$ cat src/rtl/slot_timing_pkg.sv
package slot_timing_pkg;

  localparam int CNT_W = 5;

  typedef logic [7:0] slot_t;

  localparam slot_t WIDE_LAST      = 8'd182;
  localparam slot_t WIDE_RESUME    = 8'd229;
  localparam slot_t NARROW_LAST    = 8'd147;
  localparam slot_t NARROW_RESUME  = 8'd233;
  localparam slot_t SYNC_FIRST     = 8'd230;
  localparam slot_t SYNC_END       = 8'd247;
  localparam slot_t WIDE_LC        = 8'd165;
  localparam slot_t NARROW_LC      = 8'd133;
  localparam slot_t VB_DELAY       = 8'd2;
  localparam slot_t WIDE_HB        = 8'd178;
  localparam slot_t NARROW_HB      = 8'd233;

  localparam logic [CNT_W-1:0] WIDE_SLOT_LEN   = 5'd16;
  localparam logic [CNT_W-1:0] NARROW_SLOT_LEN = 5'd20;

  // Clock cost of each slot inside the wide sync window, by offset.
  function automatic logic [CNT_W-1:0] sync_len(input logic [4:0] idx);
    case (idx)
      5'd0, 5'd16:       sync_len = 5'd19;
      5'd4, 5'd8, 5'd12: sync_len = 5'd18;
      default:           sync_len = 5'd20;
    endcase
  endfunction

endpackage

$ cat src/rtl/slot_len_rom.sv
module slot_len_rom
  import slot_timing_pkg::*;
(
  input  slot_t            slot_i,
  input  logic             wide_i,
  output logic [CNT_W-1:0] len_o
);

  logic       in_sync;
  logic [4:0] offs;

  always_comb begin
    offs    = 5'(slot_i - SYNC_FIRST);
    in_sync = (slot_i >= SYNC_FIRST) && (slot_i < SYNC_END);
    if (!wide_i)      len_o = NARROW_SLOT_LEN;
    else if (in_sync) len_o = sync_len(offs);
    else              len_o = WIDE_SLOT_LEN;
  end

endmodule

$ cat src/rtl/hslot_ctr.sv
module hslot_ctr
  import slot_timing_pkg::*;
#(
  parameter bit RESET_WIDE = 1'b1
) (
  input  logic  clk,
  input  logic  rst_n,
  input  logic  wide_mode_i,
  output slot_t slot_o,
  output logic  wide_o,
  output logic  adv_o,
  output slot_t slot_nxt_o
);

  slot_t            slot_q, slot_nxt;
  logic [CNT_W-1:0] cnt_q, cnt_d, len;
  logic             wide_q, wide_load, last;

  slot_len_rom u_len (
    .slot_i (slot_q),
    .wide_i (wide_q),
    .len_o  (len)
  );

  always_comb begin
    last = (cnt_q == len - 1'b1);
    if (wide_q && slot_q == WIDE_LAST)          slot_nxt = WIDE_RESUME;
    else if (!wide_q && slot_q == NARROW_LAST)  slot_nxt = NARROW_RESUME;
    else                                        slot_nxt = slot_q + 8'd1;
    cnt_d     = last ? '0 : cnt_q + 1'b1;
    wide_load = last && (slot_nxt == 8'd0);
  end

  always_ff @(posedge clk or negedge rst_n) begin
    if (!rst_n) begin
      cnt_q  <= '0;
      slot_q <= '0;
      wide_q <= RESET_WIDE;
    end else begin
      cnt_q <= cnt_d;
      if (last)      slot_q <= slot_nxt;
      if (wide_load) wide_q <= wide_mode_i;
    end
  end

  assign slot_o     = slot_q;
  assign wide_o     = wide_q;
  assign adv_o      = last;
  assign slot_nxt_o = slot_nxt;

  AST_WIDE_SKIP: assert property (@(posedge clk) disable iff (!rst_n)
    (last && wide_q && slot_q == WIDE_LAST) |=> (slot_q == WIDE_RESUME));
  AST_NARROW_SKIP: assert property (@(posedge clk) disable iff (!rst_n)
    (last && !wide_q && slot_q == NARROW_LAST) |=> (slot_q == NARROW_RESUME));
  AST_SLOT_HOLD: assert property (@(posedge clk) disable iff (!rst_n)
    !last |=> $stable(slot_q));
  AST_MODE_LOCKED: assert property (@(posedge clk) disable iff (!rst_n)
    (slot_q != 8'd0) |-> $stable(wide_q));

endmodule

$ cat src/rtl/vline_ctr.sv
module vline_ctr
  import slot_timing_pkg::*;
#(
  parameter int LINES = 262,
  parameter int VL_W  = 9
) (
  input  logic            clk,
  input  logic            rst_n,
  input  logic            adv_i,
  input  slot_t           slot_nxt_i,
  input  logic            wide_i,
  input  logic            mode5_i,
  input  logic [VL_W-1:0] inactive_i,
  output logic [VL_W-1:0] line_o,
  output logic            vblank_o,
  output logic            line_adv_o,
  output logic            vint_o
);

  localparam logic [VL_W-1:0] LAST_LINE = VL_W'(LINES - 1);

  logic [VL_W-1:0] line_q, line_d, vint_line;
  slot_t           lc_slot, vb_slot;
  logic            lc_hit, vb_hit;
  logic            vblank_q, line_adv_q, vint_q, vint_d;

  always_comb begin
    lc_slot   = wide_i ? WIDE_LC : NARROW_LC;
    vb_slot   = lc_slot + VB_DELAY;
    lc_hit    = adv_i && (slot_nxt_i == lc_slot);
    vb_hit    = adv_i && (slot_nxt_i == vb_slot);
    line_d    = (line_q == LAST_LINE) ? '0 : line_q + 1'b1;
    vint_line = mode5_i ? inactive_i : inactive_i + 1'b1;
    if (vb_hit)      vint_d = (line_q == vint_line);
    else if (lc_hit) vint_d = 1'b0;
    else             vint_d = vint_q;
  end

  always_ff @(posedge clk or negedge rst_n) begin
    if (!rst_n) begin
      line_q     <= '0;
      vblank_q   <= 1'b0;
      line_adv_q <= 1'b0;
      vint_q     <= 1'b0;
    end else begin
      line_adv_q <= lc_hit;
      vint_q     <= vint_d;
      if (lc_hit) line_q   <= line_d;
      if (vb_hit) vblank_q <= (line_q >= inactive_i);
    end
  end

  assign line_o     = line_q;
  assign vblank_o   = vblank_q;
  assign line_adv_o = line_adv_q;
  assign vint_o     = vint_q;

  AST_VB_SLOT: assert property (@(posedge clk) disable iff (!rst_n)
    ($rose(vblank_q) || $fell(vblank_q)) |-> $past(vb_hit));
  AST_VINT_LINE: assert property (@(posedge clk) disable iff (!rst_n)
    $rose(vint_q) |-> (line_q == $past(vint_line)));
  AST_LINE_STEP: assert property (@(posedge clk) disable iff (!rst_n)
    line_adv_q |-> (line_q != $past(line_q)));

endmodule

$ cat src/rtl/slot_timing_gen.sv
module slot_timing_gen
  import slot_timing_pkg::*;
#(
  parameter int LINES      = 262,
  parameter int VL_W       = 9,
  parameter bit RESET_WIDE = 1'b1
) (
  input  logic            clk,
  input  logic            rst_n,
  input  logic            wide_mode,
  input  logic            mode5,
  input  logic            irq_en,
  input  logic [VL_W-1:0] inactive_line,
  output logic [7:0]      hslot,
  output logic [VL_W-1:0] vline,
  output logic            hblank,
  output logic            vblank,
  output logic            line_adv,
  output logic            vint_req
);

  slot_t slot_cur, slot_nxt;
  logic  wide_cur, adv, vint_flag;

  hslot_ctr #(.RESET_WIDE(RESET_WIDE)) u_hslot (
    .clk         (clk),
    .rst_n       (rst_n),
    .wide_mode_i (wide_mode),
    .slot_o      (slot_cur),
    .wide_o      (wide_cur),
    .adv_o       (adv),
    .slot_nxt_o  (slot_nxt)
  );

  vline_ctr #(.LINES(LINES), .VL_W(VL_W)) u_vline (
    .clk        (clk),
    .rst_n      (rst_n),
    .adv_i      (adv),
    .slot_nxt_i (slot_nxt),
    .wide_i     (wide_cur),
    .mode5_i    (mode5),
    .inactive_i (inactive_line),
    .line_o     (vline),
    .vblank_o   (vblank),
    .line_adv_o (line_adv),
    .vint_o     (vint_flag)
  );

  assign hslot    = slot_cur;
  assign hblank   = slot_cur >= (wide_cur ? WIDE_HB : NARROW_HB);
  assign vint_req = vint_flag & irq_en;

endmodule

$ cat config.mk
export PLATFORM = sky130hd
export DESIGN_NAME = slot_timing_gen
export DESIGN_NICKNAME = d
export VERILOG_FILES = /design/src/rtl/slot_timing_pkg.sv /design/src/rtl/slot_len_rom.sv /design/src/rtl/hslot_ctr.sv /design/src/rtl/vline_ctr.sv /design/src/rtl/slot_timing_gen.sv
export SDC_FILE = /design/constraint.sdc
export NUM_CORES = 1
export LEC_CHECK = 0
export CORE_MARGIN = 5
export CORE_UTILIZATION = 50
export CTS_CLUSTER_DIAMETER = 30
export DETAILED_ROUTE_END_ITERATION = 6
export GPL_ROUTABILITY_DRIVEN = 0
export PLACE_DENSITY = 0.75
export SYNTH_ARGS = -nofsm -noshare
export SYNTH_HDL_FRONTEND = slang
export SYNTH_HIERARCHICAL = 1
export SYNTH_SLANG_ARGS = --single-unit
$ cat constraint.sdc
create_clock -name clk -period 5.1 [get_ports clk]
set_clock_uncertainty 0.1 [all_clocks]
set_input_delay 1.02 -clock clk [delete_from_list [all_inputs] [get_ports clk]]
set_output_delay 1.02 -clock clk [all_outputs]
set_load 0.05 [all_outputs]
==> impl_metrics.env <==
export IMPL_status="finished, final reports clean"
export IMPL_total_leakage_power_nw=1.293
export IMPL_num_vias=2138
export IMPL_ios=35
export IMPL_grt_pass1_wl_mm=9.639
export IMPL_synthSimpleGateAreaFrac_pct=25.76
export IMPL_synthCells=287
export IMPL_post_route_period_util_pct=89.82
export IMPL_cts_tree="yes"
export IMPL_relSlewSlack_pct=58.67
export IMPL_regArea_um2=651.9
export IMPL_clock_fmax_ghz=0.2183
export IMPL_numCtsBuffers=3
export IMPL_nFillCells=452
export IMPL_start_kind="flop"
export IMPL_core_um2=4817
export IMPL_fp_row_count=25
export IMPL_cap_viol_max_count=0
export IMPL_syn_area_per_cell_um2=8.785
export IMPL_pwr_density_cell_nw_per_um2=309.1
export IMPL_post_dp_hpwl_mm=4.168
export IMPL_avgViaCountPerCell=5.568
export IMPL_die_area_um2=6563
export IMPL_ir_drop_uv=166.2
export IMPL_wl_per_cell_um=14.14
export IMPL_post_route_util_pct=61.12
export IMPL_clk_pin_slew_worst_paths_ns=0.09
export IMPL_post_route_min_period_ns=4.581
export IMPL_grt_pass1_vias=2122
export IMPL_cts_resized=0
export IMPL_tns_ns=0
export IMPL_cts_buffer_depth=2
export IMPL_synth_xor_area_share_pct=12.36
export IMPL_cts_sinks=26
export IMPL_multiInputGateArea_um2=1725
export IMPL_antennaDiodeCount=0
export IMPL_ys_types=68
export IMPL_clk_latency_ns=0.26
export IMPL_die_y_um=81.01
export IMPL_yosys_most_used_dff="dfrtp_1"
export IMPL_drtPass1Iterations=4
export IMPL_hold_viol=0
export IMPL_cts_htree_levels=1
export IMPL_track_usage_pct=18.02
export IMPL_end_kind="flop"
export IMPL_final_max_slew_viol_count=0
export IMPL_initial_utilization_pct=52.34
export IMPL_crit_type="reg -> reg"
export IMPL_synth_edf_count=0
export IMPL_max_stage_delay_ns=0.73
export IMPL_setup_viol=0
export IMPL_async_flop_share_pct=100.0
export IMPL_min_path_type="reg -> reg"
export IMPL_reg2reg_slack_ns=0.52
export IMPL_arrival_ns=4.69
export IMPL_post_cts_buffers=0
export IMPL_seq_area_frac_synth_pct=25.86
export IMPL_postSynthRegisterBits=26
export IMPL_grt_max_degree=27
export IMPL_root_buffer="clkbuf_8"
export IMPL_syn_nets=323
export IMPL_synthMuxAreaShare_pct=2.432
export IMPL_synth_compound_area_share_pct=16.67
export IMPL_drive_above_1_share_pct=7.256
export IMPL_syn_area_um2=2521
export IMPL_synthAdderAreaFrac_pct=10.92
export IMPL_syn2layout_area_growth_pct=16.77
export IMPL_crit_fanout=19
export IMPL_die_w_um=81.01
export IMPL_worstPathCellList="a211o_2 > nand4_1 > nor4_1 > inv_1 > ha_1 > xnor3_1 > nand3_1 > or3_1 > inv_1 > and4b_2 > and4b_1 > nand4_1 > nor3_1 > a21o_1"
export IMPL_nNetsFinal=354
export IMPL_hold_buffers=0
export IMPL_drc=0
export IMPL_wirelength_mm=5.429
export IMPL_rsz0062_at_grt="false"
export IMPL_tightest_slew_ns=0.6142
export IMPL_cp_top_family="simple AND/OR/NAND/NOR gates"
export IMPL_required_ns=5.20
export IMPL_io_buffers=34
export IMPL_yosysWarnings=6
export IMPL_slowest_stage="dfrtp_1"
export IMPL_detail_route_antenna_nets=0
export IMPL_overflow=0
export IMPL_cp_num_buf_inv=2
export IMPL_drt_iter0_drc=172
export IMPL_synth_top_family_by_area="simple AND/OR/NAND/NOR gates"
export IMPL_antenna_found_initial=0
## layer usage
layer  global-route usage [%]  part of all wire (%)  vias up
li1                         -                     -     1085
met1                    22.36                    45     1002
met2                    32.51                    50       45
met3                    2.550                   3.8        6
met4                    4.730                  0.87        0
met5                        0                     0        -
## stage by stage
| stage | hold WS (ns) | total power [W] | instance area (um^2) | instances | setup slack [ns] |
|---|---|---|---|---|---|
| floorplan | 0.3722 | 0.0006712 | 2521 | 287 | 1.048 |
| global placement | 0.4192 | 0.0007862 | 2899 | 380 | 0.7227 |
| detailed placement | 0.4286 | 0.0007967 | 2899 | 380 | 0.5911 |
| CTS | 0.4398 | 0.0009153 | 2944 | 384 | 0.5459 |
| global route | 0.4624 | 0.0009826 | 2944 | 384 | 0.03186 |
| finish | 0.4300 | 0.0009100 | 2944 | 384 | 0.5192 |
## flip-flops by register name, indices dropped and copies added (netlist names)
| signal | cells |
|---|---|
| u_vline/line_o | 9 |
| u_hslot/slot_o | 8 |
| u_hslot/cnt_q | 5 |
| u_hslot/wide_o | 1 |
| u_vline/line_adv_o | 1 |
| u_vline/vblank_o | 1 |
| u_vline/vint_o | 1 |
## path summary, 6_finish.rpt
check                                                    from                       endpoint  cells past startpoint
worst max register to register  u_hslot/slot_o[3]$_DFFE_PN0N_  u_vline/line_o[3]$_DFFE_PN0P_                     14
min in group asynchronous                               rst_n     u_vline/vint_o$_DFFE_PN0P_                      2
max in group asynchronous                               rst_n     u_hslot/wide_o$_DFFE_PN1P_                      2
worst min register to register     u_hslot/cnt_q[0]$_DFF_PN0_     u_hslot/cnt_q[0]$_DFF_PN0_                      1
worst min-delay path               u_hslot/cnt_q[0]$_DFF_PN0_     u_hslot/cnt_q[0]$_DFF_PN0_                      1
worst max-delay path            u_hslot/slot_o[3]$_DFFE_PN0N_  u_vline/line_o[3]$_DFFE_PN0P_                     14
## power breakdown
part,total (W),internal (W),switching [W]
Sequential,0.000334,0.000248,0.0000859
Clock,0.000115,0.0000557,0.0000593
Combinational,0.000461,0.000205,0.000256
## cell usage after synthesis, drive strengths merged, types with 2 or more instances
cell,n,share of area [%]
a21o,6,1.8
nand4,9,2.2
a211o,3,1.1
nor3b,2,0.79
o31ai,4,1.2
nor2,21,3.1
o21ai,12,2.4
o21bai,2,0.60
nand3,9,1.8
nand2b,4,0.99
or3,3,0.74
nand4b,2,1.3
xnor2,20,6.9
nor2b,3,1.0
clkbuf,2,0.30
a21oi,8,1.9
and4b,4,1.6
and2,6,1.5
or4,3,1.3
conb,2,0.30
and3,3,0.74
mux2i,5,2.0
dfrtp,25,25
inv,22,3.3
xor2,13,4.5
ha,22,11
o211ai,4,1.4
nand2,26,3.9
buf,8,2.1
nor4bb,2,0.79
nor3,6,1.4
a31oi,3,0.74
## layout make-up
type,count,share of cell area [%]
Multi-Input combinational cell,229,58.61
Sequential cell,26,22.14
Timing Repair Buffer,36,12.07
Tap cell,67,2.847
Inverter,22,2.805
Clock buffer,4,1.530
## kinds of logic after synthesis
logic type,after synthesis
AO/OA/AOI/OAI,55
XOR/XNOR,34
adder cells (fa/ha/maj),22
buffers and inverters,32
flip-flops,26
multiplexers,6
other,2
AND/OR/NAND/NOR,110
## placed cells by master, fill, tap and decap left out, drive strengths merged, types with 2 or more instances in the layout
cell,instances
a211o,3
a21o,6
a21oi,8
a31oi,3
and2,6
and3,3
and4b,4
buf,2
clkbuf,4
clkdlybuf4s50,34
conb,2
dfrtp,25
ha,22
inv,22
mux2i,5
nand2,26
nand2b,4
nand3,9
nand4,9
nand4b,2
nor2,21
nor2b,3
nor3,6
nor3b,2
nor4bb,2
o211ai,4
o21ai,12
o21bai,2
o31ai,4
or3,3
or4,3
xnor2,20
xor2,13
Note: power is estimated with default switching activity, not from simulation.
